### config.mk
export PLATFORM = sky130hd
export DESIGN_NAME = pin_irq_ctrl
export DESIGN_NICKNAME = d
export VERILOG_FILES = /design/src/rtl/pin_irq_pkg.sv /design/src/rtl/pin_irq_sync.sv /design/src/rtl/pin_irq_regs.sv /design/src/rtl/pin_irq_ctrl.sv
export SDC_FILE = /design/constraint.sdc
export NUM_CORES = 1
export LEC_CHECK = 0
export ABC_AREA = 1
export BUFFER_PORTS_ARGS = -buffer_cell sky130_fd_sc_hd__buf_2
export CAP_MARGIN = 40
export CORE_MARGIN = 2
export CORE_UTILIZATION = 27
export DETAILED_ROUTE_END_ITERATION = 7
export SYNTH_ARGS = -nofsm -noshare
export SYNTH_HDL_FRONTEND = slang
export SYNTH_SLANG_ARGS = --single-unit
### constraint.sdc
create_clock -name clk -period 0.99 [get_ports clk]
set_input_delay 0 -clock clk [delete_from_list [all_inputs] [get_ports clk]]
set_output_delay 0 -clock clk [all_outputs]
set_load 0.01 [all_outputs]
### src/rtl/pin_irq_pkg.sv
package pin_irq_pkg;
    // Byte offsets of the register bank (software-visible layout).
    localparam int unsigned OFF_MODE     = 'h00;
    localparam int unsigned OFF_RISE_EN  = 'h04;
    localparam int unsigned OFF_RISE_SET = 'h08;
    localparam int unsigned OFF_RISE_CLR = 'h0C;
    localparam int unsigned OFF_FALL_EN  = 'h10;
    localparam int unsigned OFF_FALL_SET = 'h14;
    localparam int unsigned OFF_FALL_CLR = 'h18;
    localparam int unsigned OFF_RISE_HIT = 'h1C;
    localparam int unsigned OFF_FALL_HIT = 'h20;
    localparam int unsigned OFF_STATUS   = 'h24;
endpackage

### src/rtl/pin_irq_sync.sv
module pin_irq_sync #(
    parameter int NUM_CH = 8,
    parameter int STAGES = 2
) (
    input  logic              clk,
    input  logic              rst_n,
    input  logic [NUM_CH-1:0] pin_i,
    output logic [NUM_CH-1:0] lvl_o,
    output logic [NUM_CH-1:0] rise_o,
    output logic [NUM_CH-1:0] fall_o
);
    // Index 0..STAGES-1 are synchronizer flops; index STAGES holds the previous sample.
    localparam int DEPTH = STAGES + 1;

    logic [DEPTH-1:0][NUM_CH-1:0] chain_d, chain_q;

    always_comb begin
        chain_d[0] = pin_i;
        for (int s = 1; s < DEPTH; s++) begin
            chain_d[s] = chain_q[s-1];
        end
    end

    always_ff @(posedge clk or negedge rst_n) begin
        if (!rst_n) begin
            chain_q <= '0;
        end else begin
            chain_q <= chain_d;
        end
    end

    assign lvl_o  = chain_q[STAGES-1];
    assign rise_o = chain_q[STAGES-1] & ~chain_q[STAGES];
    assign fall_o = ~chain_q[STAGES-1] & chain_q[STAGES];
endmodule

### src/rtl/pin_irq_regs.sv
module pin_irq_regs #(
    parameter int NUM_CH = 8,
    parameter int ADDR_W = 6
) (
    input  logic              clk,
    input  logic              rst_n,
    input  logic              wr_en,
    input  logic [ADDR_W-1:0] addr,
    input  logic [NUM_CH-1:0] wbits,
    input  logic [NUM_CH-1:0] lvl,
    input  logic [NUM_CH-1:0] rise_det,
    input  logic [NUM_CH-1:0] fall_det,
    output logic [NUM_CH-1:0] mode_o,
    output logic [NUM_CH-1:0] ien_r_o,
    output logic [NUM_CH-1:0] ien_f_o,
    output logic [NUM_CH-1:0] rise_hit_o,
    output logic [NUM_CH-1:0] fall_hit_o,
    output logic [NUM_CH-1:0] status_o
);
    import pin_irq_pkg::*;

    typedef struct packed {
        logic [NUM_CH-1:0] mode;
        logic [NUM_CH-1:0] ien_r;
        logic [NUM_CH-1:0] ien_f;
        logic [NUM_CH-1:0] rise_hit;
        logic [NUM_CH-1:0] fall_hit;
        logic [NUM_CH-1:0] status;
    } bank_t;

    bank_t bank_d, bank_q;

    function automatic logic sel(input logic we, input logic [ADDR_W-1:0] a, input int unsigned off);
        return we && (a == ADDR_W'(off));
    endfunction

    logic [NUM_CH-1:0] st_clr, rh_clr, fh_clr, edge_set, edge_next, lvl_next;

    always_comb begin
        bank_d = bank_q;

        if (sel(wr_en, addr, OFF_MODE))     bank_d.mode  = wbits;
        if (sel(wr_en, addr, OFF_RISE_EN))  bank_d.ien_r = wbits;
        if (sel(wr_en, addr, OFF_RISE_SET)) bank_d.ien_r = bank_q.ien_r | wbits;
        if (sel(wr_en, addr, OFF_RISE_CLR)) bank_d.ien_r = bank_q.ien_r & ~wbits;
        if (sel(wr_en, addr, OFF_FALL_EN))  bank_d.ien_f = wbits;
        if (sel(wr_en, addr, OFF_FALL_SET)) bank_d.ien_f = bank_q.ien_f | wbits;
        if (sel(wr_en, addr, OFF_FALL_CLR)) bank_d.ien_f = bank_q.ien_f & ~wbits;

        rh_clr = sel(wr_en, addr, OFF_RISE_HIT) ? wbits : '0;
        fh_clr = sel(wr_en, addr, OFF_FALL_HIT) ? wbits : '0;
        st_clr = sel(wr_en, addr, OFF_STATUS)   ? wbits : '0;

        // Capture every transition; a new edge outranks a clear in the same cycle.
        bank_d.rise_hit = (bank_q.rise_hit & ~rh_clr) | rise_det;
        bank_d.fall_hit = (bank_q.fall_hit & ~fh_clr) | fall_det;

        // Edge channels: sticky, set wins over clear.
        edge_set  = (bank_q.ien_r & rise_det) | (bank_q.ien_f & fall_det);
        edge_next = (bank_q.status & ~st_clr) | edge_set;
        // Level channels: enable pair reused as on/off plus polarity.
        lvl_next  = bank_q.ien_r & ~(lvl ^ bank_q.ien_f);

        bank_d.status = (bank_q.mode & lvl_next) | (~bank_q.mode & edge_next);
    end

    always_ff @(posedge clk or negedge rst_n) begin
        if (!rst_n) begin
            bank_q <= '0;
        end else begin
            bank_q <= bank_d;
        end
    end

    assign mode_o     = bank_q.mode;
    assign ien_r_o    = bank_q.ien_r;
    assign ien_f_o    = bank_q.ien_f;
    assign rise_hit_o = bank_q.rise_hit;
    assign fall_hit_o = bank_q.fall_hit;
    assign status_o   = bank_q.status;
endmodule

### src/rtl/pin_irq_ctrl.sv
module pin_irq_ctrl #(
    parameter int NUM_CH = 8,
    parameter int DATA_W = 32,
    parameter int ADDR_W = 6,
    parameter int SYNC_STAGES = 2
) (
    input  logic              clk,
    input  logic              rst_n,
    input  logic [NUM_CH-1:0] pin_i,
    input  logic              wr_en,
    input  logic [ADDR_W-1:0] addr,
    input  logic [DATA_W-1:0] wdata,
    output logic [DATA_W-1:0] rdata,
    output logic [NUM_CH-1:0] irq
);
    import pin_irq_pkg::*;

    logic [NUM_CH-1:0] lvl_w, rise_w, fall_w;
    logic [NUM_CH-1:0] mode_w, ien_r_w, ien_f_w, rise_hit_w, fall_hit_w, status_w;
    logic              unused_wdata_hi;

    assign unused_wdata_hi = ^wdata[DATA_W-1:NUM_CH];

    pin_irq_sync #(.NUM_CH(NUM_CH), .STAGES(SYNC_STAGES)) u_sync (
        .clk    (clk),
        .rst_n  (rst_n),
        .pin_i  (pin_i),
        .lvl_o  (lvl_w),
        .rise_o (rise_w),
        .fall_o (fall_w)
    );

    pin_irq_regs #(.NUM_CH(NUM_CH), .ADDR_W(ADDR_W)) u_regs (
        .clk        (clk),
        .rst_n      (rst_n),
        .wr_en      (wr_en),
        .addr       (addr),
        .wbits      (wdata[NUM_CH-1:0]),
        .lvl        (lvl_w),
        .rise_det   (rise_w),
        .fall_det   (fall_w),
        .mode_o     (mode_w),
        .ien_r_o    (ien_r_w),
        .ien_f_o    (ien_f_w),
        .rise_hit_o (rise_hit_w),
        .fall_hit_o (fall_hit_w),
        .status_o   (status_w)
    );

    always_comb begin
        rdata = '0;
        case (addr)
            ADDR_W'(OFF_MODE):     rdata[NUM_CH-1:0] = mode_w;
            ADDR_W'(OFF_RISE_EN):  rdata[NUM_CH-1:0] = ien_r_w;
            ADDR_W'(OFF_FALL_EN):  rdata[NUM_CH-1:0] = ien_f_w;
            ADDR_W'(OFF_RISE_HIT): rdata[NUM_CH-1:0] = rise_hit_w;
            ADDR_W'(OFF_FALL_HIT): rdata[NUM_CH-1:0] = fall_hit_w;
            ADDR_W'(OFF_STATUS):   rdata[NUM_CH-1:0] = status_w;
            default:               rdata = '0;
        endcase
    end

    assign irq = status_w;
endmodule

## Yosys cells after proc, flatten, opt, wreduce, memory -nomap -nowiden

Index checks and enable logic that the tools add are counted.

| cells by class | value |
|---|---|
| reductions and logical operators | 13 |
| add/sub/neg operators | 0 |
| bitwise logic cells | 28 |
| eq/ne operators | 9 |
| $lt $le $gt $ge | 0 |
| shifts and indexed selects | 0 |
| div/mod/pow operators | 0 |
| muxes and demuxes | 10 |
| multipliers | 0 |

Operator list:

| operator | number |
|---|---|
| AND 8 bit | 12 |
| 2-to-1 mux 8 bit | 9 |
| NOT 8 bit | 8 |
| OR 8 bit | 7 |
| one-hot mux 8 bit (6 select lines) | 1 |
| equality test 6 x 5 -> 1 bit, second input constant | 4 |
| equality test 6 x 4 -> 1 bit, second input constant | 2 |
| equality test 6 bit, second input constant | 2 |
| logical AND 1 bit | 10 |
| bitwise XOR 8 bit | 1 |
| equality test 6 x 3 -> 1 bit, second input constant | 1 |
| zero test 6 bit | 1 |
| nonzero test 3 bit | 2 |

| word-level totals | value |
|---|---|
| logic and storage cells | 69 |
| bits in read-only memories | 0 |
| memory bits (writable) | 0 |
| output and inout bits | 40 |
| memories | 0 |
| flip-flop bits (word level) | 72 |
| bits in latches | 0 |

## Logic depth before layout (Yosys ltp)

| depth | value |
|---|---|
| depth after elaboration | 8 |
| mapped depth | 10 |
| mapped depth without buffers | 9 |

## Hierarchy

A second synthesis with hierarchy kept.

| unflattened totals | value |
|---|---|
| cells, all modules | 525 |
| area, all modules | 4000.1 µm² |

Modules (own cells, without submodules):

| module | times used | cells an instance | area an instance (µm²) | sequential area each (µm²) |
|---|---|---|---|---|
| pin_irq_regs | 1 | 309 | 2406.1 | 1201.2 |
| pin_irq_ctrl | 1 | 152 | 813.3 | 0.0 |
| pin_irq_sync | 1 | 64 | 780.7 | 600.6 |

## Worst setup path after synthesis

Ideal clock, no wire load.

| path | value |
|---|---|
| kind | register to register |
| from | register u_sync.chain_q, in the netlist u_sync.lvl_o[7] |
| to | register u_regs.bank_q, in the netlist u_regs.status_o[7] |
| path slack | -0.016 ns |
| data required time | 0.913 ns |
| cell stages (with the launch flop) | 5 |
| arrival time | 0.928 ns |
| clock period less this slack | 1.006 ns |
| path buffers | 0 |
| path through | dfrtp_1 or2_2 nor2_1 a21oi_1 a21oi_1 |

RTL lines:

| item | line | source |
|---|---|---|
| start: declaration | pin_irq_sync.sv:15 | `logic [DEPTH-1:0][NUM_CH-1:0] chain_d, chain_q;` |
| start signal: assignment | pin_irq_sync.sv:28 | `chain_q <= chain_d;` |
| end signal: assignment | pin_irq_regs.sv:71 | `bank_q <= bank_d;` |
| end: declaration | pin_irq_regs.sv:31 | `bank_t bank_d, bank_q;` |

## Final worst setup path

| path | value |
|---|---|
| from | register u_regs.bank_q, in the netlist u_regs.ien_r_o[3] |
| to | output port rdata[3] |

| between the ends | value |
|---|---|
| word-level cells in the longest chain between the ends | 1 |

Ends and longest elaborated chain:

| item | line | source |
|---|---|---|
| one-hot mux 8 bit (6 select lines) | pin_irq_ctrl.sv:52 | `case (addr)` |
| end: declaration | pin_irq_ctrl.sv:13 | `output logic [DATA_W-1:0] rdata,` |

No other way between the ends.

==> results by group <==
Pwr
  • Max rail drop VDD: 0.789 mV
  • Clk network pwr share: 0.364
  • Static leakage: 0.00272 µW
  • Total power: 9160 µW
  • Sw Share: 0.285
  • Power share of the combinational group: 0.249
  • Power Internal: 6550 µW
  • Pwr dens: 1720 nW/µm²
  • Net Sw Power: 2610 µW
  • Sequential share of power: 0.387

STA
  • Clock Skew: 3.76 ps
  • Crit share post-route: 1.19
  • Slew Limit Fails: 0
  • RSZ-0062 raised after global routing: yes
  • Final setup vio count: 10
  • Fin Hold WS: 101 ps
  • Final hold vios: 0
  • Final worst path period need: 1180 ps
  • Max Fclk: 850 MHz
  • Worst Setup Slack, final: -186 ps

GRT
  • Initial antenna violation count: 0
  • Largest net degree at the start of global routing: 31
  • GRT overflow: 0
  • First-pass GRT wire length: 17100 µm
  • Via count of the first global-routing pass: 3379
  • Aggregate global-route resource usage: 0.150

Worst setup path
  • Crit-path cells: inv_1 -> nor2_1 -> nor2_1 -> nand2_1 -> buf_6
  • Most used cell, CP: nor2_1
  • CP max stage cell: dfrtp_1
  • Worst-path fanout max: 3
  • CP arrival: 1180 ps
  • Worst EP required: 990 ps
  • Startpoint types: register
  • Setup CP Type: reg -> out
  • Worst setup EP type: output pin
  • Reg2Reg Setup Slack: -110 ps
  • Worst path max stage delay: 410 ps

Yosys
  • Yosys warns: 0
  • Cells taking the most area after synthesis: dfrtp_1 (48%), nand2_1 (14%), inv_1 (6.3%), nand3_1 (5.9%), buf_4 (5.0%)
  • Cell taking the most area after synthesis: dfrtp_1
  • Post-synthesis sequential area ratio: 0.479
  • Syn Inst Count: 497
  • Distinct cell type count after synthesis: 23
  • EDFF count, synth: 0
  • Synth async-reset ratio: 1.00
  • Yosys top cell area share: 0.479
  • Cell Area, Synth: 3760 µm²
  • Syn avg cell area: 7.57 µm²
  • Post-synthesis sequential element count: 72
  • Top_reg_cell synth: dfrtp_1

Detailed routing
  • Top Layer Used: met4
  • Residual DRC: 0
  • Via count: 3550
  • DRT Pass-1 Iters: 4
  • Total wire length: 10700 µm
  • Met3 routed WL: 625 µm
  • WL met1: 4890 µm
  • 1st-iter DRT viols: 141
  • Routed len/inst: 13.3 µm
  • WL met2: 5130 µm
  • Average vias per placed instance: 4.39
  • Antenna-violating nets left: 0

Layout
  • P&R area growth vs syn: 41.4%
  • Layout cells sized above 1: 0.304
  • # fillers: 1450
  • Antenna Cells: 0
  • Final Non-Filler Cells: 809
  • Post-route cell area: 5320 µm²
  • Nets: 674

Clock network
  • Clock buffer count from CTS: 9
  • Worst-skew pair later-pin latency: 330 ps
  • Sink Count: 72
  • Clk slew on worst S/H paths: 60 ps
  • TritonCTS clock tree: done
  • Clock Tree Root: clkbuf_16
  • Htree depth: 3
  • Clock Tree Buf Depth: 2

Floorplanning
  • Die H: 122 µm
  • Die width: 122 µm
  • Ports: 89
  • Core Region: 13800 µm²
  • Die ar.: 14900 µm²
  • Initial core utilization: 0.273
  • Row Count: 43

Place
  • Port Buf Inserts: 40
  • DP Cell Count: 746
  • Dpl ws: -236 ps
  • RePlAce Congestion: 0.851
  • Area post-placement: 4370 µm²
  • DP Wirelength: 7140 µm

Min path
  • HP Class: in -> reg

Status
  • Outcome: finished, violations left
  • Failing checks: negative setup slack

Job
  • Max_cap viols: 0
==> power groups by stage <==
stage | Combinational, µW | Sequential, µW | Clock, µW
6_report | 2280 | 3550 | 3330
3_5_place_dp | 1250 | 3670 | 0
3_3_place_gp | 1230 | 3670 | 0
5_1_grt | 2490 | 3590 | 3530
2_1_floorplan | 794 | 3620 | 0
4_1_cts | 1920 | 3520 | 3410
==> layout make-up <==
| class | count | area, µm² | share of cell area |
|---|---|---|---|
| Timing Repair Buffer | 127 | 1040 | 0.195 |
| Inverter | 64 | 240 | 0.0451 |
| Clock inverter | 3 | 40.0 | 0.00752 |
| Tap cell | 180 | 225 | 0.0423 |
| Clock buffer | 12 | 267 | 0.0501 |
| Sequential cell | 72 | 1800 | 0.339 |
| Multi-Input combinational cell | 351 | 1710 | 0.322 |
==> cell usage in the layout, fill, tap and decap left out, types with 2 or more instances in the layout <==
| cell | count |
|---|---|
| nand3_1 | 43 |
| buf_4 | 56 |
| nor2_4 | 4 |
| nand2_4 | 9 |
| a21oi_1 | 5 |
| buf_2 | 30 |
| nand2_1 | 132 |
| nor2_2 | 9 |
| nand4_1 | 8 |
| dlygate4sd3_1 | 17 |
| o21ai_2 | 3 |
| conb_1 | 24 |
| nand2_2 | 11 |
| o21ai_0 | 16 |
| clkinv_2 | 2 |
| inv_1 | 49 |
| o21ai_1 | 10 |
| nor2_1 | 45 |
| dfrtp_1 | 72 |
| clkbuf_8 | 3 |
| o22ai_1 | 8 |
| buf_6 | 21 |
| inv_2 | 15 |
| buf_12 | 3 |
| nor3_1 | 8 |
| clkbuf_16 | 9 |
| a21oi_2 | 11 |
==> critical path: cells and delay by family (launching register included) <==
kind	cells	cell delay (ps)
buffers and inverters	2	190
DFF	1	410
and+or+nand+nor	3	250
==> logic make-up (layout without fill, tap and decap cells) <==
family | after synthesis | count (layout) | synth area share
AOI/OAI and AO/OA | 54 | 54 | 0.0775
buffers and inverters | 97 | 206 | 0.127
DFF | 72 | 72 | 0.479
other | 1 | 24 | 0.000996
and+or+nand+nor | 273 | 273 | 0.315
==> synth_stat cells (5+ instances only) <==
| master | count |
|---|---|
| nand3_1 | 44 |
| nor2_1 | 50 |
| inv_1 | 63 |
| buf_4 | 25 |
| dfrtp_1 | 72 |
| o22ai_1 | 8 |
| nand2_2 | 5 |
| nand4_1 | 8 |
| nor3_1 | 9 |
| o21ai_0 | 29 |
| nand2_1 | 144 |
| nor2_2 | 5 |
| a21oi_1 | 16 |
| buf_2 | 5 |
==> worst paths after layout <==
check / start / to / cells past startpoint
max in group asynchronous: rst_n / u_regs.fall_hit_o[2]$_DFF_PN0_ / 3
max reg2reg: u_regs.ien_f_o[7]$_DFFE_PN0P_ / u_regs.status_o[7]$_DFF_PN0_ / 6
min in group asynchronous: rst_n / u_sync.chain_d[13]$_DFF_PN0_ / 2
min: wr_en / u_regs.status_o[6]$_DFF_PN0_ / 4
max: u_regs.ien_r_o[3]$_DFFE_PN0P_ / rdata[3] / 5
min reg2reg: u_sync.chain_d[12]$_DFF_PN0_ / u_sync.lvl_o[4]$_DFF_PN0_ / 0
==> flip-flops by register name, indices dropped and copies added, names as in the netlist <==
register           count
u_sync.chain_d         8
u_regs.ien_r_o         8
u_regs.ien_f_o         8
u_sync.lvl_o           8
u_regs.rise_hit_o      8
u_sync.chain_q         8
u_regs.status_o        8
u_regs.fall_hit_o      8
u_regs.mode_o          8
==> per-stage QoR <==
stage          setup TNS (ps)   util
2_1_floorplan               0      -
3_5_place_dp            -6700  0.317
5_1_grt                 -2420  0.386
6_report                -1380  0.386
3_3_place_gp            -5930  0.317
4_1_cts                 -1530  0.371
==> routing by layer <==
layer | vias up | track usage
li1 | 1778 | -
met1 | 1657 | 0.198
met2 | 106 | 0.243
met3 | 9 | 0.0379
met4 | 0 | 0.0460
met5 | - | 0
==> timing repair <==
action | 4_1_cts | 5_1_grt
endpoints found under the setup margin | 10 | 23
pin swaps | 27 | 34
setup buffers | 26 | 7
hold buffers | 17 | 0
gates resized for setup | 32 | 56
endpoints found under the hold margin | 104 | 0
cloned | 0 | 0
(Power assumes the default switching activity.)
